File: src/rtl/rle_pkg.sv
package rle_pkg;
    localparam int WORD_W = 64;
    localparam int DIM_W  = 16;
    localparam int PIX_W  = 32;

    typedef enum logic [1:0] {
        FMT_1B = 2'd0,
        FMT_2B = 2'd1,
        FMT_3B = 2'd2,
        FMT_4B = 2'd3
    } pix_fmt_e;

    typedef struct packed {
        logic [DIM_W-1:0] width;
        logic [DIM_W-1:0] height;
        pix_fmt_e         fmt;
        logic [DIM_W-1:0] col_lo;
        logic [DIM_W-1:0] col_hi;
        logic [DIM_W-1:0] row_lo;
        logic [DIM_W-1:0] row_hi;
    } img_cfg_t;

    typedef enum logic [2:0] {
        ST_IDLE,
        ST_COUNT,
        ST_VALUE,
        ST_RUN,
        ST_END,
        ST_ERR
    } dec_state_e;

    typedef struct packed {
        logic             valid;
        logic             keep;
        logic             last;
        logic [PIX_W-1:0] value;
    } pix_beat_t;

    function automatic logic [2:0] fmt_bytes(pix_fmt_e f);
        return 3'(f) + 3'd1;
    endfunction
endpackage

File: src/rtl/rle_fifo.sv
module rle_fifo #(
    parameter int WIDTH = 64,
    parameter int DEPTH = 8,
    localparam int AW = $clog2(DEPTH),
    localparam int LW = $clog2(DEPTH + 1)
) (
    input  logic             clk,
    input  logic             rst,
    input  logic             clr,
    input  logic             push,
    input  logic [WIDTH-1:0] push_data,
    input  logic             pop,
    output logic [WIDTH-1:0] head,
    output logic [LW-1:0]    level,
    output logic             full,
    output logic             empty
);
    logic [WIDTH-1:0] mem [DEPTH];
    logic [AW-1:0]    wp_q, rp_q;
    logic [LW-1:0]    cnt_q;
    logic             do_push, do_pop;

    assign full    = (cnt_q == LW'(DEPTH));
    assign empty   = (cnt_q == '0);
    assign level   = cnt_q;
    assign head    = mem[rp_q];
    assign do_push = push && !full;
    assign do_pop  = pop && !empty;

    function automatic logic [AW-1:0] bump(logic [AW-1:0] p);
        return (p == AW'(DEPTH - 1)) ? '0 : p + AW'(1);
    endfunction

    always_ff @(posedge clk) begin
        if (do_push) mem[wp_q] <= push_data;
    end

    always_ff @(posedge clk) begin
        if (rst || clr) begin
            wp_q  <= '0;
            rp_q  <= '0;
            cnt_q <= '0;
        end else begin
            if (do_push) wp_q <= bump(wp_q);
            if (do_pop)  rp_q <= bump(rp_q);
            if (do_push && !do_pop)      cnt_q <= cnt_q + LW'(1);
            else if (do_pop && !do_push) cnt_q <= cnt_q - LW'(1);
        end
    end


    fifo_count_step_chk: assert property (@(posedge clk) disable iff (rst)
        (!clr && push && !full && !pop) |=> level == $past(level) + LW'(1));
endmodule

File: src/rtl/rle_decoder.sv
module rle_decoder
    import rle_pkg::*;
#(
    parameter int WORD_W_P = WORD_W,
    localparam int BIDX_W  = $clog2(WORD_W_P / 8)
) (
    input  logic                clk,
    input  logic                rst,
    input  logic                start,
    input  img_cfg_t            cfg,
    input  logic [WORD_W_P-1:0] in_word,
    input  logic                in_avail,
    output logic                in_pop,
    input  logic                out_ready,
    output pix_beat_t           beat,
    output logic [2:0]          nbytes,
    output logic                err
);
    img_cfg_t         cfg_q;
    dec_state_e       st_q;
    logic [BIDX_W-1:0] bidx_q;
    logic [7:0]       cnt_q, rep_q;
    logic [PIX_W-1:0] val_q;
    logic [1:0]       vb_q;
    logic [31:0]      idx_q, total_q;
    logic [DIM_W-1:0] col_q, row_q;

    logic       take, emit, overrun, in_win, at_last;
    logic [7:0] cur_byte;

    assign nbytes   = fmt_bytes(cfg_q.fmt);
    assign take     = (st_q == ST_COUNT || st_q == ST_VALUE) && in_avail;
    assign cur_byte = in_word[{bidx_q, 3'b000} +: 8];
    assign in_pop   = take && (bidx_q == BIDX_W'(WORD_W_P / 8 - 1));
    assign emit     = (st_q == ST_RUN) && out_ready;
    assign overrun  = (idx_q + 32'(cnt_q)) >= total_q;
    assign at_last  = (idx_q == total_q - 32'd1);
    assign in_win   = (col_q >= cfg_q.col_lo) && (col_q <= cfg_q.col_hi) &&
                      (row_q >= cfg_q.row_lo) && (row_q <= cfg_q.row_hi);
    assign err      = (st_q == ST_ERR);

    always_comb begin
        beat.valid = emit;
        beat.keep  = emit && in_win;
        beat.last  = emit && at_last;
        beat.value = val_q;
    end

    always_ff @(posedge clk) begin
        if (rst) begin
            cfg_q   <= '0;
            st_q    <= ST_IDLE;
            bidx_q  <= '0;
            cnt_q   <= '0;
            rep_q   <= '0;
            val_q   <= '0;
            vb_q    <= '0;
            idx_q   <= '0;
            total_q <= '0;
            col_q   <= '0;
            row_q   <= '0;
        end else if (start) begin
            cfg_q   <= cfg;
            total_q <= 32'(cfg.width) * 32'(cfg.height);
            st_q    <= ST_COUNT;
            bidx_q  <= '0;
            idx_q   <= '0;
            col_q   <= '0;
            row_q   <= '0;
        end else begin
            if (take) bidx_q <= bidx_q + BIDX_W'(1);
            case (st_q)
                ST_COUNT: if (in_avail) begin
                    cnt_q <= cur_byte;
                    val_q <= '0;
                    vb_q  <= '0;
                    st_q  <= ST_VALUE;
                end
                ST_VALUE: if (in_avail) begin
                    val_q[{vb_q, 3'b000} +: 8] <= cur_byte;
                    if (3'(vb_q) + 3'd1 == nbytes) begin
                        if (overrun) st_q <= ST_ERR;
                        else begin
                            rep_q <= cnt_q;
                            st_q  <= ST_RUN;
                        end
                    end else begin
                        vb_q <= vb_q + 2'd1;
                    end
                end
                ST_RUN: if (emit) begin
                    idx_q <= idx_q + 32'd1;
                    if (col_q == cfg_q.width - DIM_W'(1)) begin
                        col_q <= '0;
                        row_q <= row_q + DIM_W'(1);
                    end else begin
                        col_q <= col_q + DIM_W'(1);
                    end
                    rep_q <= rep_q - 8'd1;
                    if (rep_q == 8'd0) st_q <= at_last ? ST_END : ST_COUNT;
                end
                default: ;
            endcase
        end
    end


    idx_bound_chk: assert property (@(posedge clk) disable iff (rst)
        idx_q <= total_q);


    end_after_last_chk: assert property (@(posedge clk) disable iff (rst)
        (beat.last && rep_q == 8'd0 && !start) |=> st_q == ST_END);
endmodule

File: src/rtl/rle_packer.sv
module rle_packer
    import rle_pkg::*;
(
    input  logic              clk,
    input  logic              rst,
    input  logic              clr,
    input  pix_beat_t         beat,
    input  logic [2:0]        nbytes,
    input  logic              out_full,
    output logic              ready,
    output logic              push,
    output logic [WORD_W-1:0] push_data,
    output logic              fin
);
    localparam int EXT_W = WORD_W + PIX_W;

    logic [WORD_W-1:0] buf_q;
    logic [2:0]        fill_q;
    logic              flush_q, fin_q;
    logic [EXT_W-1:0]  ext;
    logic [3:0]        sum;
    logic              acc, wraps;
    logic [2:0]        next_fill;

    assign ext       = {{PIX_W{1'b0}}, buf_q} |
                       ({{WORD_W{1'b0}}, beat.value} << {fill_q, 3'b000});
    assign sum       = {1'b0, fill_q} + {1'b0, nbytes};
    assign acc       = beat.valid && beat.keep;
    assign wraps     = acc && (sum >= 4'd8);
    assign next_fill = acc ? sum[2:0] : fill_q;
    assign ready     = !out_full && !flush_q;
    assign push      = wraps || (flush_q && !out_full);
    assign push_data = flush_q ? buf_q : ext[WORD_W-1:0];
    assign fin       = fin_q;

    always_ff @(posedge clk) begin
        if (rst || clr) begin
            buf_q   <= '0;
            fill_q  <= '0;
            flush_q <= 1'b0;
            fin_q   <= 1'b0;
        end else begin
            fin_q <= 1'b0;
            if (flush_q) begin
                if (!out_full) begin
                    flush_q <= 1'b0;
                    buf_q   <= '0;
                    fill_q  <= '0;
                    fin_q   <= 1'b1;
                end
            end else if (beat.valid) begin
                if (acc) begin
                    buf_q  <= wraps ? {{PIX_W{1'b0}}, ext[EXT_W-1:WORD_W]} : ext[WORD_W-1:0];
                    fill_q <= next_fill;
                end
                if (beat.last) begin
                    if (next_fill != 3'd0) flush_q <= 1'b1;
                    else                   fin_q   <= 1'b1;
                end
            end
        end
    end


    fill_grow_chk: assert property (@(posedge clk) disable iff (rst)
        (acc && !push && !clr && !beat.last) |=> fill_q == $past(fill_q) + $past(nbytes));


    no_emit_when_full_chk: assert property (@(posedge clk) disable iff (rst)
        beat.valid |-> !out_full);
endmodule

File: src/rtl/rle_unpack_engine.sv
module rle_unpack_engine
    import rle_pkg::*;
#(
    parameter int QDEPTH = 8,
    localparam int LW = $clog2(QDEPTH + 1)
) (
    input  logic              clk,
    input  logic              rst,
    input  logic              cfg_start,
    input  logic [DIM_W-1:0]  cfg_width,
    input  logic [DIM_W-1:0]  cfg_height,
    input  logic [1:0]        cfg_pix_fmt,
    input  logic [DIM_W-1:0]  cfg_col_first,
    input  logic [DIM_W-1:0]  cfg_col_last,
    input  logic [DIM_W-1:0]  cfg_row_first,
    input  logic [DIM_W-1:0]  cfg_row_last,
    input  logic [LW-1:0]     in_dma_level,
    input  logic [LW-1:0]     out_dma_level,
    input  logic              in_wr_en,
    input  logic [WORD_W-1:0] in_wr_data,
    output logic              in_full,
    output logic              in_dma_req,
    input  logic              out_rd_en,
    output logic [WORD_W-1:0] out_rd_data,
    output logic              out_empty,
    output logic              out_dma_req,
    output logic              done_irq,
    output logic              err_irq
);
    img_cfg_t          cfg;
    logic [WORD_W-1:0] in_head, pk_data;
    logic [LW-1:0]     in_lvl, out_lvl;
    logic              in_empty, in_pop, out_full;
    logic              pk_ready, pk_push, pk_fin, dec_err;
    logic [2:0]        nbytes;
    pix_beat_t         beat;
    logic              done_q;

    always_comb begin
        cfg.width  = cfg_width;
        cfg.height = cfg_height;
        cfg.fmt    = pix_fmt_e'(cfg_pix_fmt);
        cfg.col_lo = cfg_col_first;
        cfg.col_hi = cfg_col_last;
        cfg.row_lo = cfg_row_first;
        cfg.row_hi = cfg_row_last;
    end

    rle_fifo #(.WIDTH(WORD_W), .DEPTH(QDEPTH)) u_in_q (
        .clk(clk), .rst(rst), .clr(cfg_start),
        .push(in_wr_en), .push_data(in_wr_data), .pop(in_pop),
        .head(in_head), .level(in_lvl), .full(in_full), .empty(in_empty)
    );

    rle_decoder u_dec (
        .clk(clk), .rst(rst), .start(cfg_start), .cfg(cfg),
        .in_word(in_head), .in_avail(!in_empty), .in_pop(in_pop),
        .out_ready(pk_ready), .beat(beat), .nbytes(nbytes), .err(dec_err)
    );

    rle_packer u_pack (
        .clk(clk), .rst(rst), .clr(cfg_start), .beat(beat), .nbytes(nbytes),
        .out_full(out_full), .ready(pk_ready), .push(pk_push),
        .push_data(pk_data), .fin(pk_fin)
    );

    rle_fifo #(.WIDTH(WORD_W), .DEPTH(QDEPTH)) u_out_q (
        .clk(clk), .rst(rst), .clr(cfg_start),
        .push(pk_push), .push_data(pk_data), .pop(out_rd_en),
        .head(out_rd_data), .level(out_lvl), .full(out_full), .empty(out_empty)
    );

    always_ff @(posedge clk) begin
        if (rst || cfg_start) done_q <= 1'b0;
        else if (pk_fin)      done_q <= 1'b1;
    end

    assign done_irq    = done_q;
    assign err_irq     = dec_err;
    assign in_dma_req  = (in_lvl <= in_dma_level);
    assign out_dma_req = (out_lvl >= out_dma_level);


    irq_exclusive_chk: assert property (@(posedge clk) disable iff (rst)
        !(done_irq && err_irq));
endmodule

File: config.mk
export PLATFORM = sky130hd
export DESIGN_NAME = rle_unpack_engine
export DESIGN_NICKNAME = d
export VERILOG_FILES = /design/src/rtl/rle_pkg.sv /design/src/rtl/rle_fifo.sv /design/src/rtl/rle_decoder.sv /design/src/rtl/rle_packer.sv /design/src/rtl/rle_unpack_engine.sv
export SDC_FILE = /design/constraint.sdc
export NUM_CORES = 2
export LEC_CHECK = 0
export ABC_AREA = 1
export BUFFER_PORTS_ARGS = -buffer_cell sky130_fd_sc_hd__buf_2
export CAP_MARGIN = 20
export CORE_ASPECT_RATIO = 2
export CORE_MARGIN = 3
export CORE_UTILIZATION = 65
export CTS_BUF_LIST = sky130_fd_sc_hd__clkbuf_2
export CTS_CLUSTER_SIZE = 40
export DETAILED_ROUTE_END_ITERATION = 8
export PLACE_DENSITY_LB_ADDON = 0.15
export SYNTH_ARGS = -nofsm -noshare
export SYNTH_HDL_FRONTEND = slang
export SYNTH_SLANG_ARGS = --single-unit
File: constraint.sdc
create_clock -name clk -period 6.9 [get_ports clk]
set_clock_uncertainty 0.2 [all_clocks]
set_input_delay 0.69 -clock clk [delete_from_list [all_inputs] [get_ports clk]]
set_output_delay 0.69 -clock clk [all_outputs]
set_load 0.02 [all_outputs]
==> impl_metrics.ini <==
[run_status]
outcome = finished, final reports clean

[setup_path]
criticalPathCategory = register to register
worstSetupStartpoint = u_dec.cnt_q[0]
critPathCaptureType = register
slowest_delay_ns = 0.48
start_kind = register
cp.arrival_ns = 6.75
slowest_stage = dfxtp_1
r2r_start = u_dec.cnt_q[0]
crit_top_cell = nand2_1
endpoint = u_dec.rep_q[4]
worstPathRequired_ns = 8.04
path_max_fanout = 10
rr_endpoint = u_dec.rep_q[4]
timing.reg2reg.setup_slack_ns = 1.28
reg2regPathDepth = 28

[power_and_ir_drop]
swShare = 0.3620
finalPower_mw = 20.68
vdd_drop_max_mv = 0.3662
power_switching_mw = 7.488
pwr-share-seq = 0.435
clkPwrFrac = 0.232
leakagePower_nw = 31.40
cellPowerDensity_nw_per_um2 = 268.6
pwr-share-comb = 0.334
p_int_mw = 13.20

[logic_synthesis]
synthFlopType = edfxtp_1
synth_area_um2 = 69040
ys_types = 65
avgSynthCellArea_um2 = 9.580
syn-num-nets = 7827
synth_edf_count = 1024
yosysWarnings = 0
seq_area_frac_synth = 0.5411
async_reset_ff_frac = 0
synthCells = 7207
yosys_register_bits = 1354

[routing]
num_vias = 55730
wl_met3_um = 14810
drtIter0Drc = 4911
via_per_inst = 5.977
drt-met1-wl_um = 65190
wirelength_um = 197700
post_drt_wl_per_cell_um = 21.20
drc_errors = 0
topRoutingLayerUsed = met5
ant_nets = 0
wl_met2_um = 101800
firstDrtPassIters = 8

[floorplanning]
start_util = 0.6569
die_area_um2 = 110400
fp.dieH_um = 466.9
ios = 245
die_w_um = 236.5
rows = 168
core-area_um2 = 105100

[global_routing]
grt_pass1_vias = 56240
grt_pass1_wl_um = 303100
grt_start_max_net_pins = 150
track_usage = 0.3550
grt_overflow = 0
antenna_found_initial = 16

[clock_network]
cts_num_sinks = 1354
clk_pin_slew_ns = 0.11
cts_buffers = 299
clock-root-buffer = clkbuf_2
cts_resized = 0
htreeDepth = 5
cts_setup_buffers = 0
cts_tree = yes
clockBufferDepth = 4
clock_latency_ns = 1.69

[sta]
max_freq_mhz = 178.1
slew_viol_final = 0
slew_headroom = 0.2018
rsz0062_at_grt = false
hold_viol_final = 0
worst_slew_pin_slew_ns = 1.185
fin_crit_sh = 0.8140
setup_violations = 0
tns_ns = 0
min_period_ns = 5.616

[hold_path]
min_path_type = input port to register

[place]
hpwlAfterDp_um = 124700
place_congestion = 0.9755
port_buffers = 244

[finish]
nNetsFinal = 8379
drive_gt1_frac = 0.1080
areaGrowthSynthToFinish_pct = 11.54

[job]
drv_cap = 0
-- how the worst min path moves through the flow --
stage                       from                 to  slack [ns]  cells past startpoint
2_1_floorplan         u_pack.fin           done_irq        0.23                      2
3_3_place_gp          u_pack.fin           done_irq        0.23                      2
3_5_place_dp          u_pack.fin           done_irq        0.25                      2
4_1_cts        cfg_row_first[10]    u_dec.cfg_q[26]       0.009                      5
5_1_grt         cfg_row_first[5]    u_dec.cfg_q[21]        0.10                      5
6_report          cfg_height[15]  u_dec.total_q[31]        0.21                     10
-- state kept, by name, indices dropped and copies added (netlist names), 4 cells and up, named ones only --
register	cells
u_dec.rep_q	8
u_in_q.mem	512
u_dec.idx_q	32
u_in_q.level	4
u_dec.cfg_q	82
u_dec.val_q	32
u_pack.buf_q	64
u_dec.col_q	16
u_dec.cnt_q	8
u_dec.row_q	16
u_out_q.level	4
u_out_q.mem	512
u_dec.total_q	32
-- placed cells by master (no fill, tap or decap), types with 62 or more instances in the layout --
| master | netlist | final |
|---|---|---|
| a21oi_1 | 307 | 307 |
| a31oi_1 | 77 | 77 |
| buf_2 | 43 | 245 |
| buf_4 | 14 | 62 |
| clkbuf_2 | 0 | 417 |
| dfxtp_1 | 330 | 323 |
| dlygate4sd3_1 | 0 | 312 |
| edfxtp_1 | 1024 | 1024 |
| fa_1 | 198 | 198 |
| ha_1 | 247 | 247 |
| inv_1 | 780 | 775 |
| nand2_1 | 1079 | 1078 |
| nand3_1 | 183 | 183 |
| nand4_1 | 62 | 62 |
| nor2_1 | 1074 | 1059 |
| o21ai_0 | 824 | 822 |
| o22ai_1 | 194 | 194 |
| xor2_1 | 98 | 98 |
-- critical path, delay by kind of cell (launching register included) --
kind | cells | cell delay (ns)
AND/OR/NAND/NOR | 17 | 2.53
adder cells (fa/ha/maj) | 3 | 0.91
buffers and inverters | 4 | 0.64
AO/OA/AOI/OAI | 3 | 0.54
flip-flops | 1 | 0.48
XOR/XNOR | 1 | 0.17
-- routing by layer --
metal  vias to the layer above  track usage
met2                      2910       0.6304
met1                     26360       0.3748
met4                        12       0.2620
met3                       878      0.06426
li1                      25570            -
met5                         -            0
-- per-stage QoR --
stage          hold slack, ns  setup slack, ns  instances    util  area [um2]
2_1_floorplan          0.2254           0.7198       7207       -       69040
3_3_place_gp           0.2295           0.4362       8502  0.6784       71300
3_5_place_dp           0.2499           0.3903       8504  0.6786       71320
4_1_cts              0.008814            1.275       9311  0.7321       76950
5_1_grt                0.1012           0.8903       9320  0.7326       77000
6_report               0.2078            1.284       9324  0.7327       77010
-- synth_stat cells, types with 4 or more instances --
cell / count / area share
xnor3_1: 4 / 0.0013
or2_2: 4 / 0.00036
o21bai_1: 10 / 0.0011
inv_2: 15 / 0.00082
buf_4: 14 / 0.0015
clkbuf_1: 287 / 0.016
o21ai_1: 35 / 0.0025
a31oi_1: 77 / 0.0070
nand3b_1: 10 / 0.0011
clkinv_1: 4 / 0.00022
o22ai_1: 194 / 0.018
o21a_1: 20 / 0.0022
nor3_2: 4 / 0.00058
a21oi_1: 307 / 0.022
nand3_1: 183 / 0.013
a211oi_1: 5 / 0.00054
a22o_1: 10 / 0.0013
o211ai_1: 34 / 0.0037
nand4_1: 62 / 0.0056
mux2i_1: 7 / 0.0010
nand2_1: 1079 / 0.059
o31ai_1: 9 / 0.00098
nor3b_1: 5 / 0.00054
nor3_1: 48 / 0.0035
xnor2_1: 34 / 0.0043
a21o_1: 17 / 0.0018
buf_2: 43 / 0.0031
fa_1: 198 / 0.057
nor2_2: 16 / 0.0014
nor2_4: 5 / 0.00082
inv_1: 780 / 0.042
nand2_2: 4 / 0.00036
edfxtp_1: 1024 / 0.45
ha_1: 247 / 0.045
nor4_1: 13 / 0.0012
nand4_2: 6 / 0.0011
xor2_1: 98 / 0.012
o21ai_0: 824 / 0.060
nor2_1: 1074 / 0.058
dfxtp_1: 330 / 0.096
buf_1: 36 / 0.0020
-- cell families (layout without fill, tap and decap cells) --
| family | after synthesis | after routing | share of synthesized area |
|---|---|---|---|
| AOI/OAI and AO/OA | 1559 | 1559 | 0.1228 |
| buffers and inverters | 1183 | 1929 | 0.06622 |
| DFF | 1354 | 1354 | 0.5411 |
| other | 0 | 11 | 0 |
| muxes | 7 | 7 | 0.001015 |
| adders and majority gates | 445 | 445 | 0.1022 |
| and+or+nand+nor | 2523 | 2523 | 0.1487 |
| xor gates and xnor gates | 136 | 136 | 0.01805 |
-- power by group through the flow --
| stage | logic (mW) | registers, mW | clock network, mW |
|---|---|---|---|
| after floorplan | 4.93 | 9.12 | 0 |
| after global placement | 6.61 | 9.16 | 0 |
| after detailed placement | 6.69 | 9.17 | 0 |
| after CTS | 6.89 | 8.98 | 4.84 |
| after global routing | 7.92 | 9.00 | 5.27 |
| final | 6.90 | 8.99 | 4.79 |
-- repair_timing --
item,4_1_cts,5_1_grt
hold buffers,312,0
hold endpoints to repair,831,0
setup endpoints to repair,0,0
-- area by class of cell --
| class | count | area (um2) |
|---|---|---|
| antenna | 11 | 27.53 |
| clock buffer | 417 | 2087 |
| clock inverter | 78 | 416.7 |
| fill | 7649 | 28090 |
| inverter | 800 | 3023 |
| multi-input combinational | 4670 | 27250 |
| sequential | 1354 | 37370 |
| tap | 1360 | 1702 |
| timing repair buffer | 634 | 5122 |
(Power assumes the default switching activity.)
